**config.mk**
```make
export PLATFORM = sky130hd
export DESIGN_NAME = ext_irq_sense
export DESIGN_NICKNAME = d
export VERILOG_FILES = /design/src/rtl/irqs_pkg.sv /design/src/rtl/irqs_sync.sv /design/src/rtl/irqs_detect.sv /design/src/rtl/irqs_regs.sv /design/src/rtl/ext_irq_sense.sv
export SDC_FILE = /design/constraint.sdc
export NUM_CORES = 1
export LEC_CHECK = 0
export BUFFER_PORTS_ARGS = -buffer_cell sky130_fd_sc_hd__buf_4
export CAP_MARGIN = 20
export CORE_MARGIN = 2
export CORE_UTILIZATION = 61
export CTS_CLUSTER_DIAMETER = 30
export CTS_CLUSTER_SIZE = 10
export DETAILED_ROUTE_END_ITERATION = 10
export PLACE_DENSITY_LB_ADDON = 0.12
export REMOVE_ABC_BUFFERS = 1
export SYNTH_ARGS = -nofsm -noshare
export SYNTH_HDL_FRONTEND = slang
export SYNTH_HIERARCHICAL = 1
export SYNTH_SLANG_ARGS = --single-unit
```
**constraint.sdc**
```tcl
create_clock -name clk -period 4.3 [get_ports clk]
set_input_delay 0.215 -clock clk [delete_from_list [all_inputs] [get_ports clk]]
set_output_delay 0.215 -clock clk [all_outputs]
set_load 0.01 [all_outputs]
```
**src/rtl/irqs_pkg.sv**
```systemverilog
package irqs_pkg;

  typedef enum logic [1:0] {
    SENSE_LOW  = 2'b00,
    SENSE_ANY  = 2'b01,
    SENSE_FALL = 2'b10,
    SENSE_RISE = 2'b11
  } sense_t;

  localparam int ADDR_W = 2;

  localparam logic [ADDR_W-1:0] ADDR_SENSE_LO = 2'd0;
  localparam logic [ADDR_W-1:0] ADDR_SENSE_HI = 2'd1;
  localparam logic [ADDR_W-1:0] ADDR_MASK     = 2'd2;
  localparam logic [ADDR_W-1:0] ADDR_FLAGS    = 2'd3;

endpackage

```
**src/rtl/irqs_sync.sv**
```systemverilog
module irqs_sync #(
  parameter int W      = 8,
  parameter int STAGES = 2
) (
  input  logic         clk,
  input  logic         rst,
  input  logic [W-1:0] d_async,
  output logic [W-1:0] q_sync
);

  logic [W-1:0] stage_q [STAGES];

  // Reset to the idle-high level so leaving reset creates no false edge.
  always_ff @(posedge clk) begin
    if (rst) begin
      for (int i = 0; i < STAGES; i++) stage_q[i] <= '1;
    end else begin
      stage_q[0] <= d_async;
      for (int i = 1; i < STAGES; i++) stage_q[i] <= stage_q[i-1];
    end
  end

  assign q_sync = stage_q[STAGES-1];

endmodule

```
**src/rtl/irqs_detect.sv**
```systemverilog
module irqs_detect
  import irqs_pkg::*;
#(
  parameter int W = 8
) (
  input  logic           clk,
  input  logic           rst,
  input  logic [W-1:0]   pin_s,
  input  logic [2*W-1:0] mode_bus,
  output logic [W-1:0]   hit,
  output logic [W-1:0]   level_act
);

  logic [W-1:0] prev_q;

  always_ff @(posedge clk) begin
    if (rst) prev_q <= '1;
    else     prev_q <= pin_s;
  end

  for (genvar n = 0; n < W; n++) begin : g_det
    sense_t mode_n;
    assign mode_n = sense_t'(mode_bus[2*n +: 2]);

    always_comb begin
      unique case (mode_n)
        SENSE_ANY:  hit[n] = pin_s[n] ^ prev_q[n];
        SENSE_FALL: hit[n] = prev_q[n] & ~pin_s[n];
        SENSE_RISE: hit[n] = ~prev_q[n] & pin_s[n];
        default:    hit[n] = 1'b0;
      endcase
    end

    assign level_act[n] = (mode_n == SENSE_LOW) & ~pin_s[n];
  end

endmodule

```
**src/rtl/irqs_regs.sv**
```systemverilog
module irqs_regs
  import irqs_pkg::*;
#(
  parameter int DW = 8
) (
  input  logic              clk,
  input  logic              rst,
  input  logic [ADDR_W-1:0] bus_addr,
  input  logic              bus_wr,
  input  logic              bus_rd,
  input  logic [DW-1:0]     bus_wdata,
  output logic [DW-1:0]     bus_rdata,
  input  logic [DW-1:0]     hit,
  input  logic [DW-1:0]     ack,
  output logic [2*DW-1:0]   mode_bus,
  output logic [DW-1:0]     mask_q,
  output logic [DW-1:0]     flag_q
);

  logic [DW-1:0] sense_lo_q;
  logic [DW-1:0] sense_hi_q;
  logic [DW-1:0] clr;
  logic          flag_wr;

  assign flag_wr = bus_wr && (bus_addr == ADDR_FLAGS);
  assign clr     = (flag_wr ? bus_wdata : '0) | ack;

  always_ff @(posedge clk) begin
    if (rst) begin
      sense_lo_q <= '0;
      sense_hi_q <= '0;
      mask_q     <= '0;
    end else if (bus_wr) begin
      case (bus_addr)
        ADDR_SENSE_LO: sense_lo_q <= bus_wdata;
        ADDR_SENSE_HI: sense_hi_q <= bus_wdata;
        ADDR_MASK:     mask_q     <= bus_wdata;
        default:       ;
      endcase
    end
  end

  // A new edge outranks any clear in the same cycle.
  always_ff @(posedge clk) begin
    if (rst) flag_q <= '0;
    else     flag_q <= (flag_q & ~clr) | hit;
  end

  always_ff @(posedge clk) begin
    if (rst) begin
      bus_rdata <= '0;
    end else if (bus_rd) begin
      case (bus_addr)
        ADDR_SENSE_LO: bus_rdata <= sense_lo_q;
        ADDR_SENSE_HI: bus_rdata <= sense_hi_q;
        ADDR_MASK:     bus_rdata <= mask_q;
        default:       bus_rdata <= flag_q;
      endcase
    end
  end

  assign mode_bus = {sense_hi_q, sense_lo_q};

endmodule

```
**src/rtl/ext_irq_sense.sv**
```systemverilog
module ext_irq_sense
  import irqs_pkg::*;
#(
  parameter int DW          = 8,
  parameter int SYNC_STAGES = 2
) (
  input  logic              clk,
  input  logic              rst,
  input  logic [ADDR_W-1:0] bus_addr,
  input  logic              bus_wr,
  input  logic              bus_rd,
  input  logic [DW-1:0]     bus_wdata,
  output logic [DW-1:0]     bus_rdata,
  input  logic              global_en,
  input  logic [DW-1:0]     irq_pin,
  input  logic [DW-1:0]     irq_ack,
  output logic [DW-1:0]     irq_req
);

  localparam int NUM_IN = DW;

  logic [NUM_IN-1:0]   pin_s;
  logic [NUM_IN-1:0]   edge_hit;
  logic [NUM_IN-1:0]   level_act;
  logic [2*NUM_IN-1:0] mode_bus;
  logic [NUM_IN-1:0]   mask_q;
  logic [NUM_IN-1:0]   flag_q;

  irqs_sync #(.W(NUM_IN), .STAGES(SYNC_STAGES)) u_sync (
    .clk     (clk),
    .rst     (rst),
    .d_async (irq_pin),
    .q_sync  (pin_s)
  );

  irqs_detect #(.W(NUM_IN)) u_det (
    .clk       (clk),
    .rst       (rst),
    .pin_s     (pin_s),
    .mode_bus  (mode_bus),
    .hit       (edge_hit),
    .level_act (level_act)
  );

  irqs_regs #(.DW(DW)) u_regs (
    .clk       (clk),
    .rst       (rst),
    .bus_addr  (bus_addr),
    .bus_wr    (bus_wr),
    .bus_rd    (bus_rd),
    .bus_wdata (bus_wdata),
    .bus_rdata (bus_rdata),
    .hit       (edge_hit),
    .ack       (irq_ack),
    .mode_bus  (mode_bus),
    .mask_q    (mask_q),
    .flag_q    (flag_q)
  );

  for (genvar n = 0; n < NUM_IN; n++) begin : g_req
    logic is_level;
    assign is_level = (sense_t'(mode_bus[2*n +: 2]) == SENSE_LOW);

    always_ff @(posedge clk) begin
      if (rst)
        irq_req[n] <= 1'b0;
      else
        irq_req[n] <= (is_level ? level_act[n] : flag_q[n]) & mask_q[n] & global_en;
    end
  end

endmodule

```
After elaboration in Yosys (flattened, before gate mapping)
Memories as Yosys holds them, arrays and structs flattened.
Cells that the tools add are included.
{"block": "totals", "regBits": 56, "elab_cells": 148, "n_memories": 1, "out_inout_bits": 16, "mem_bits_rw": 16, "latchBits": 0, "romBits": 0, "input_bits": 31}
{"name": "u_sync.stage_q", "depth": 2, "width": 8, "read_ports": 2, "rd_ports_with_merged_regs": 0, "wr": 2, "line_no": "irqs_sync.sv:11", "rtl": "logic [W-1:0] stage_q [STAGES];"}
{"block": "op_classes", "div": 0, "n_bitwise": 70, "order_cmp": 0, "eq_ne": 27, "n_addsub": 0, "mux": 23, "multipliers": 0, "n_reduce_logical": 13, "shift": 0}
{"cell": "bitwise AND 1 bit", "n": 40}
{"cell": "== test 2 bit, second input constant", "n": 18}
{"cell": "two-way mux 8 bit", "n": 3}
{"cell": "one-hot mux 1 bit (3 select lines)", "n": 8}
{"cell": "one-hot mux 8 bit (3 select lines)", "n": 1}
{"cell": "== test 2 x 1 -> 1 bit, second input constant", "n": 9}
{"cell": "logical NOT 2 bit", "n": 9}
{"cell": "NOT 1 bit", "n": 16}
{"cell": "bitwise OR 8 bit", "n": 2}
{"cell": "two-way mux 1 bit", "n": 11}
{"cell": "bitwise AND 8 bit", "n": 1}
{"cell": "NOT 8 bit", "n": 1}
{"cell": "XOR 1 bit", "n": 8}
{"cell": "AND reduction 2 bit", "n": 3}
{"cell": "bitwise OR 1 bit", "n": 2}
{"cell": "logical AND 1 bit", "n": 1}

Logic depth before layout (Yosys ltp)
Gate-level depths: netlist of run 1.
{"block": "depth", "ltp_word": 7, "depth_mapped": 7, "ltp_nobuf": 6}

Hierarchy
Netlist of run 1, hierarchy kept.
{"module": "irqs_regs", "n_inst": 1, "seq_area_each_um2": 800.8, "area_each_um2": 1697.9, "cells_each": 160}
{"module": "irqs_detect", "n_inst": 1, "seq_area_each_um2": 160.2, "area_each_um2": 733.2, "cells_each": 86}
{"module": "irqs_sync", "n_inst": 1, "seq_area_each_um2": 320.3, "area_each_um2": 491.7, "cells_each": 41}
{"module": "ext_irq_sense", "n_inst": 1, "seq_area_each_um2": 160.2, "area_each_um2": 374.1, "cells_each": 41}

Least setup slack after synthesis of run 1
No wires, ideal clock.
{"block": "synth_timing", "path_kind": "reg-to-reg", "start": "memory u_sync.stage_q[1][0], in the netlist u_sync/stage_q[0][8]", "end": "register u_regs.flag_q[0]", "setup_ns": 0.128, "path_slack_ns": 2.922, "stages_incl_launch_ff": 8, "period_less_slack_ns": 1.378, "t_arrival_ns": 1.250, "n_path_buf": 1, "required_ns": 4.172, "path_cell_list": "dfxtp_1 > buf_4 > inv_1 > ha_1 > mux2_1 > a22o_1 > a31oi_1 > nor2_1"}
{"element": "from (decl)", "line_no": "irqs_sync.sv:11"}
{"element": "to (signal assigned)", "line_no": "irqs_regs.sv:46", "rtl": "else flag_q <= (flag_q & ~clr) | hit;"}
{"element": "to (decl)", "line_no": "irqs_regs.sv:17", "rtl": "output logic [DW-1:0] flag_q"}

==> metrics, run 1 <==
RSZ-0062 raised after global routing false; global route overflow 0; clock share of power 45.0%; Slowest cell on crit path dfxtp_1; Site Rows 26; Core ar. 5170 µm²; num ports 47; DRC 0; HP Class input port to flip-flop; Root Driver clkbuf_8; crit end category flip-flop; Reg clk slew, reported paths 80 ps; Synth Area in Adders 6.07%; Fin Hold WS 37.6 ps; final worst-path cycle share 33.7%; net switching power 0.319 mW; detailed placement HPWL 4080 µm; max-cap viol count 0; pin count of the biggest net entering global routing 73; drt total wl 6230 µm; Pre-antenna DRT Iters 5; largest family of logic cells by synthesized area simple AND/OR/NAND/NOR gates; port bufs 46; first-pass GRT wire length 10400 µm; setup_tns 0 ps; worst IR drop on VDD 0.298 mV; Die X 77.5 µm; post-CTS setup buffers 0; number of CTS-inserted buffers 9; #FFs+latches synth 72; # clock sinks 72; worst relative slew slack 44.8%; sequential power share 47.6%; Synth warnings 6; H-Tree Depth 3; status finished, final reports clean; Leak 1.76 nW; Skew-Pair Late Insertion Delay 350 ps; CTS tree yes; CTS max path bufs 2; Synth Area in Simple Gates 20.3%; vias 2356; Die Height 77.5 µm; worst path arrival time 1670 ps; layout cell share with drive strength beyond 1 21.5%; number of DRC markers in iteration 0 99; compound-cell area share of the yosys netlist 6.03%; DIE AREA 6010 µm²; fmax 0.690 GHz; Layout area overhead 15.9%; Synth cell types 26; Cell Area, Synth 3300 µm²; crit-path cells inv_1, ha_1, mux2_1, a22o_1, a31oi_1, nor2_1; largest fanout on the critical path 4; Final Net Count 409; Filler Cells Inserted 379; Non-Filler Instances 437; Final Hold Viols 0; Setup Crit Path Kind flip-flop to flip-flop; Final min period 1450 ps; gr usage total 22.4%; Post-Syn Instances 328; # resized after CTS 0; P_int 1.16 mW; post-DR wirelength/cell 14.3 µm; post-placement cell count 421; post-synthesis mux area share 16.1%; sw frac 21.6%; Finish-stage setup viols 0; Post-Synth XOR/XNOR Area 0%; GP Congestion 0.762; Initial Util 63.7%; Worst EP required 4520 ps; Antenna Cells 0; number of global-route vias before repair 2236; sequential fraction of the synthesis area 43.7%; measured slew at the worst slew-check pin 825 ps; clk_skew 8.00 ps; slowest stage delay, CP 370 ps; DR vias/cell 5.39; crit path launch type flip-flop; initial antenna violation count 0; syn_area_per_cell 10.1 µm²; combinational share of power 7.4%; hold buffers post-CTS 0; pwr dens 387 nW/µm²; Antenna Nets Post-Route 0; Slew Limit Fails 0
[per-layer routing]
layer	routed length, µm	track usage, %	vias to the layer above
li1	-	-	1178
met1	2930	29.5	1097
met2	2840	34.4	69
met3	328	5.70	12
met4	136	10.9	0
met5	0	0	-
[final cells by class]
class	instances	area, µm²	share of cell area, %
sequential	72	1440	37.7
tap	70	87.6	2.29
clock inverter	5	103	2.69
multi-input combinational	209	1600	41.9
inverter	24	90.1	2.36
clock buffer	11	151	3.96
timing repair buffer	46	345	9.04
[placed cells by master, fill, tap and decap left out, drive strengths merged]
cell type	n
clkinv	1
a21oi	8
buf	46
mux2i	34
or3b	8
o21ai	8
a32o	6
nand3b	10
nand4	8
clkinvlp	1
a31oi	8
nor3	8
nor3b	1
a22o	1
nand2b	13
clkbuf	11
mux2	1
or2	24
mux4	8
nor2	41
ha	16
bufinv	3
dfxtp	72
nor2b	6
inv	24
[synthesized netlist by cell type]
cell type	number	area, µm²
dfxtp_1	72	1440
mux2_1	1	11.3
buf_4	11	82.6
nor3_1	8	40.0
buf_8	1	15.0
mux4_2	8	180
a31oi_1	8	50.1
or2_1	16	100
nor3b_2	1	12.5
or3b_1	8	70.1
nand3b_1	10	75.1
a22o_1	1	8.76
clkbuf_1	6	22.5
buf_2	2	10.0
o21ai_0	8	40.0
a32o_1	6	60.1
nor2_1	41	154
nand2b_1	13	81.3
ha_1	16	200
mux2i_1	34	340
nor2b_1	6	37.5
or2_2	8	50.1
a21oi_1	8	40.0
inv_1	24	90.1
nand4_1	8	50.1
buf_6	3	33.8
[flip-flops by register name (all words and copies together) (netlist names)]
signal / cells
irq_req: 8
u_regs/bus_rdata: 8
u_regs/sense_lo_q: 8
u_sync/stage_q: 16
u_regs/mask_q: 8
u_regs/sense_hi_q: 8
u_det/prev_q: 8
u_regs/flag_q: 8
[power by group through the flow]
stage                     combinational, mW  clock, mW  sequential, mW
final                                 0.110      0.665           0.702
after global routing                  0.121      0.704           0.706
after CTS                             0.110      0.676           0.703
after detailed placement              0.109          0           0.718
after global placement                0.106          0           0.717
after floorplan                      0.0545          0           0.713
[cells by family (layout without fill, tap and decap cells)]
group,after synthesis,count (layout)
muxes,43,43
adders and majority gates,16,16
and+or+nand+nor,119,119
AOI/OAI and AO/OA,31,31
buffers and inverters,47,86
DFF,72,72
[worst max-delay path, delay by kind of cell (launching register included)]
kind	cells	cell delay [ps]
buffers and inverters	1	60
muxes	1	270
DFF	1	370
and+or+nand+nor	1	50
adders and majority gates	1	180
AOI/OAI and AO/OA	2	380
[per-stage QoR]
step	instance area (µm²)	total power, mW	utilization, %	setup slack, ps
final	3820	1.48	73.9	2850
after global routing	3820	1.53	73.9	2760
after CTS	3820	1.49	73.9	2840
after detailed placement	3570	0.827	68.9	2700
after global placement	3570	0.823	68.9	2790
after floorplan	3130	0.768	-	2970
[worst paths after layout]
check                                     startpoint                    end  slack, ps  cells past startpoint
worst max-delay path            u_sync/stage_q[0][8]       u_regs/flag_q[0]       2850                      6
worst min-delay path                      irq_pin[1]   u_sync/stage_q[0][1]         40                      2
worst max register to register  u_sync/stage_q[0][8]       u_regs/flag_q[0]       2850                      6
worst min register to register  u_sync/stage_q[0][5]  u_sync/stage_q[0][13]        400                      1
Power figures use the tool's default switching activity.
==> inputs of run 2 (changes only) <==
--- a/config.mk
+++ b/config.mk
@@ -8,7 +8,7 @@
 export BUFFER_PORTS_ARGS = -buffer_cell sky130_fd_sc_hd__buf_4
 export CAP_MARGIN = 20
 export CORE_MARGIN = 2
-export CORE_UTILIZATION = 61
+export CORE_UTILIZATION = 57
 export CTS_CLUSTER_DIAMETER = 30
 export CTS_CLUSTER_SIZE = 10
 export DETAILED_ROUTE_END_ITERATION = 10
==> constraint.sdc (replaced) <==
create_clock -name clk -period 1.4 [get_ports clk]
set_input_delay 0.07 -clock clk [delete_from_list [all_inputs] [get_ports clk]]
set_output_delay 0.07 -clock clk [all_outputs]
set_load 0.01 [all_outputs]
==> metrics, run 2 (synthesis gave the netlist of run 1 again) <==
gr usage total 21.9% (-0.48 points); Die Height 80.1 µm (+3.3%); worst setup margin 61.8 ps (-2790 ps); Skew-Pair Late Insertion Delay 330 ps (-20 ps); Fin Hold WS 13.8 ps (-23.8 ps); measured slew at the worst slew-check pin 290 ps (-535 ps); Final Net Count 433 (+5.9%); Worst R2R End u_regs/flag_q[4]; Non-Filler Instances 461 (+5.5%); layout cell share with drive strength beyond 1 23.1% (+1.6 points); most frequent cells in the layout 70 x dfxtp_1, 55 x buf_4, 41 x nor2_1, 34 x mux2i_1, 23 x inv_1; Slew Limit Fails 0 (unchanged); worst relative slew slack 80.7% (+36 points); GP Congestion 0.752 (-1.3%); Finish-stage setup viols 0 (unchanged); Initial Util 59.5% (-4.2 points); Root Driver clkbuf_8; initial antenna violation count 0 (unchanged); number of CTS-inserted buffers 9 (unchanged); DR vias/cell 5.36 (-0.58%); Worst EP required 1630 ps (-2890 ps); final worst-path cycle share 95.6% (+62 points); max-cap viol count 0 (unchanged); status finished, final reports clean; Core ar. 5540 µm² (+7.1%); Final min period 1340 ps (-111 ps); # clock sinks 72 (unchanged); vias 2471 (+4.9%); post-placement cell count 433 (+2.9%); Layout area overhead 20.6%; largest fanout on the critical path 4 (unchanged); num ports 47 (unchanged); post-DR wirelength/cell 13.8 µm (-3.0%); port bufs 46 (unchanged); fmax 0.747 GHz (+8.3%); pin count of the biggest net entering global routing 30 (-59%); FF-to-FF path depth 6 (unchanged); Largest register FFs 16 (unchanged); worst IR drop on VDD 0.815 mV (+170%); crit path launch type flip-flop; Die X 80.1 µm (+3.3%); Reg clk slew, reported paths 70 ps (about the same); crit end category flip-flop; Filler Cells Inserted 452 (+19%); commonest non-fill, non-tap cell in the layout dfxtp_1; Site Rows 27 (+3.8%); detailed placement HPWL 4340 µm (+6.2%); Setup Crit Path Kind flip-flop to flip-flop; most flop-heavy register u_sync/stage_q; clk_skew 4.67 ps (-3.33 ps); HP Class input port to flip-flop; Antenna Nets Post-Route 0 (unchanged); DIE AREA 6410 µm² (+6.6%); Worst Setup SP u_sync/stage_q[0][12]; WHS Path Cells 3 (+1); worst path arrival time 1570 ps (-100 ps); Antenna Cells 0 (unchanged); global route overflow 0 (unchanged); Place WS -18.9 ps (-2720 ps); CTS tree yes; number of DRC markers in iteration 0 126 (+27%); H-Tree Depth 3 (unchanged); DRC 0 (unchanged); number of global-route vias before repair 2320 (+3.8%); Final Hold Viols 0 (unchanged); post-CTS setup buffers 0 (unchanged); Leak 1.83 nW (+3.9%); worst reg2reg setup slack 60 ps (-2790 ps); pwr dens 1000 nW/µm² (+160%); first-pass GRT wire length 10600 µm (+1.6%); drt total wl 6380 µm (+2.4%); Worst Setup EP u_regs/flag_q[4]; Worst R2R Start u_sync/stage_q[0][12]; Pre-antenna DRT Iters 4 (-1); CTS max path bufs 2 (unchanged)
==> run 2: changes by cell type in the layout (fill, tap and decap cells not counted), moves of 2 or more <==
cell | previous run | this run
dlygate4sd3_1 | 0 | 14
buf_4 | 46 | 55
bufinv_16 | 3 | 0
clkbuf_1 | 0 | 2
dfxtp_1 | 72 | 70
dfxtp_2 | 0 | 2
==> run 2: worst min-delay path by stage <==
stage / start / end / slack [ps]
after floorplan: rst / u_regs/bus_rdata[0] / 140
after global placement: irq_pin[2] / u_sync/stage_q[0][2] / 250
after detailed placement: irq_pin[3] / u_sync/stage_q[0][3] / 250
after CTS: bus_wdata[5] / u_regs/sense_hi_q[5] / 0.7
after global routing: bus_wdata[5] / u_regs/mask_q[5] / 10
final: bus_wdata[3] / u_regs/sense_hi_q[3] / 10
==> run 2: layout make-up <==
cell class / instances / area (µm²) / area share, %
Multi-Input combinational cell: 209 / 1610 / 40.4
Sequential cell: 72 / 1440 / 36.3
Timing Repair Buffer: 70 / 573 / 14.4
Clock buffer: 14 / 173 / 4.34
Inverter: 24 / 90.1 / 2.26
Tap cell: 72 / 90.1 / 2.26
==> run 2: timing repair <==
| action | 4_1_cts | 5_1_grt |
|---|---|---|
| endpoints found under the setup margin | 1 | 2 |
| hold buffers | 14 | 0 |
| endpoints found under the hold margin | 19 | 0 |
| resized for setup | 1 | 4 |
| pin swaps | 0 | 2 |
==> run 2: worst max-delay path, cell delays in order, from the launching register on <==
cell,delay (ps)
dfxtp_1,390
inv_1,60
ha_1,270
nand2b_1,50
a32o_1,260
a31oi_1,150
nor2_1,50
==> run 2: layer usage <==
layer	up-vias	GRT usage, %	share of wire (%)
li1	1231	-	-
met1	1155	28.7	45
met2	78	34.3	47
met5	-	0	0
met3	7	5.39	6.5
met4	0	10.0	1.5
==> run 2: through the flow <==
| step | power, mW | cell area (µm²) | util [%] | setup TNS [ps] |
|---|---|---|---|---|
| floorplan | 2.36 | 3130 | - | 0 |
| global placement | 2.55 | 3660 | 66.0 | 0 |
| detailed placement | 2.56 | 3660 | 66.0 | -18.9 |
| CTS | 4.04 | 3970 | 71.7 | 0 |
| global route | 4.17 | 3980 | 71.8 | -1.92 |
| finish | 3.99 | 3980 | 71.8 | 0 |
==> run 2: power breakdown <==
part / leakage [nW] / switching, mW / internal, mW
clock network: 0.0886 / 0.669 / 0.771
logic: 1.16 / 0.175 / 0.220
registers: 0.586 / 0.0520 / 2.11
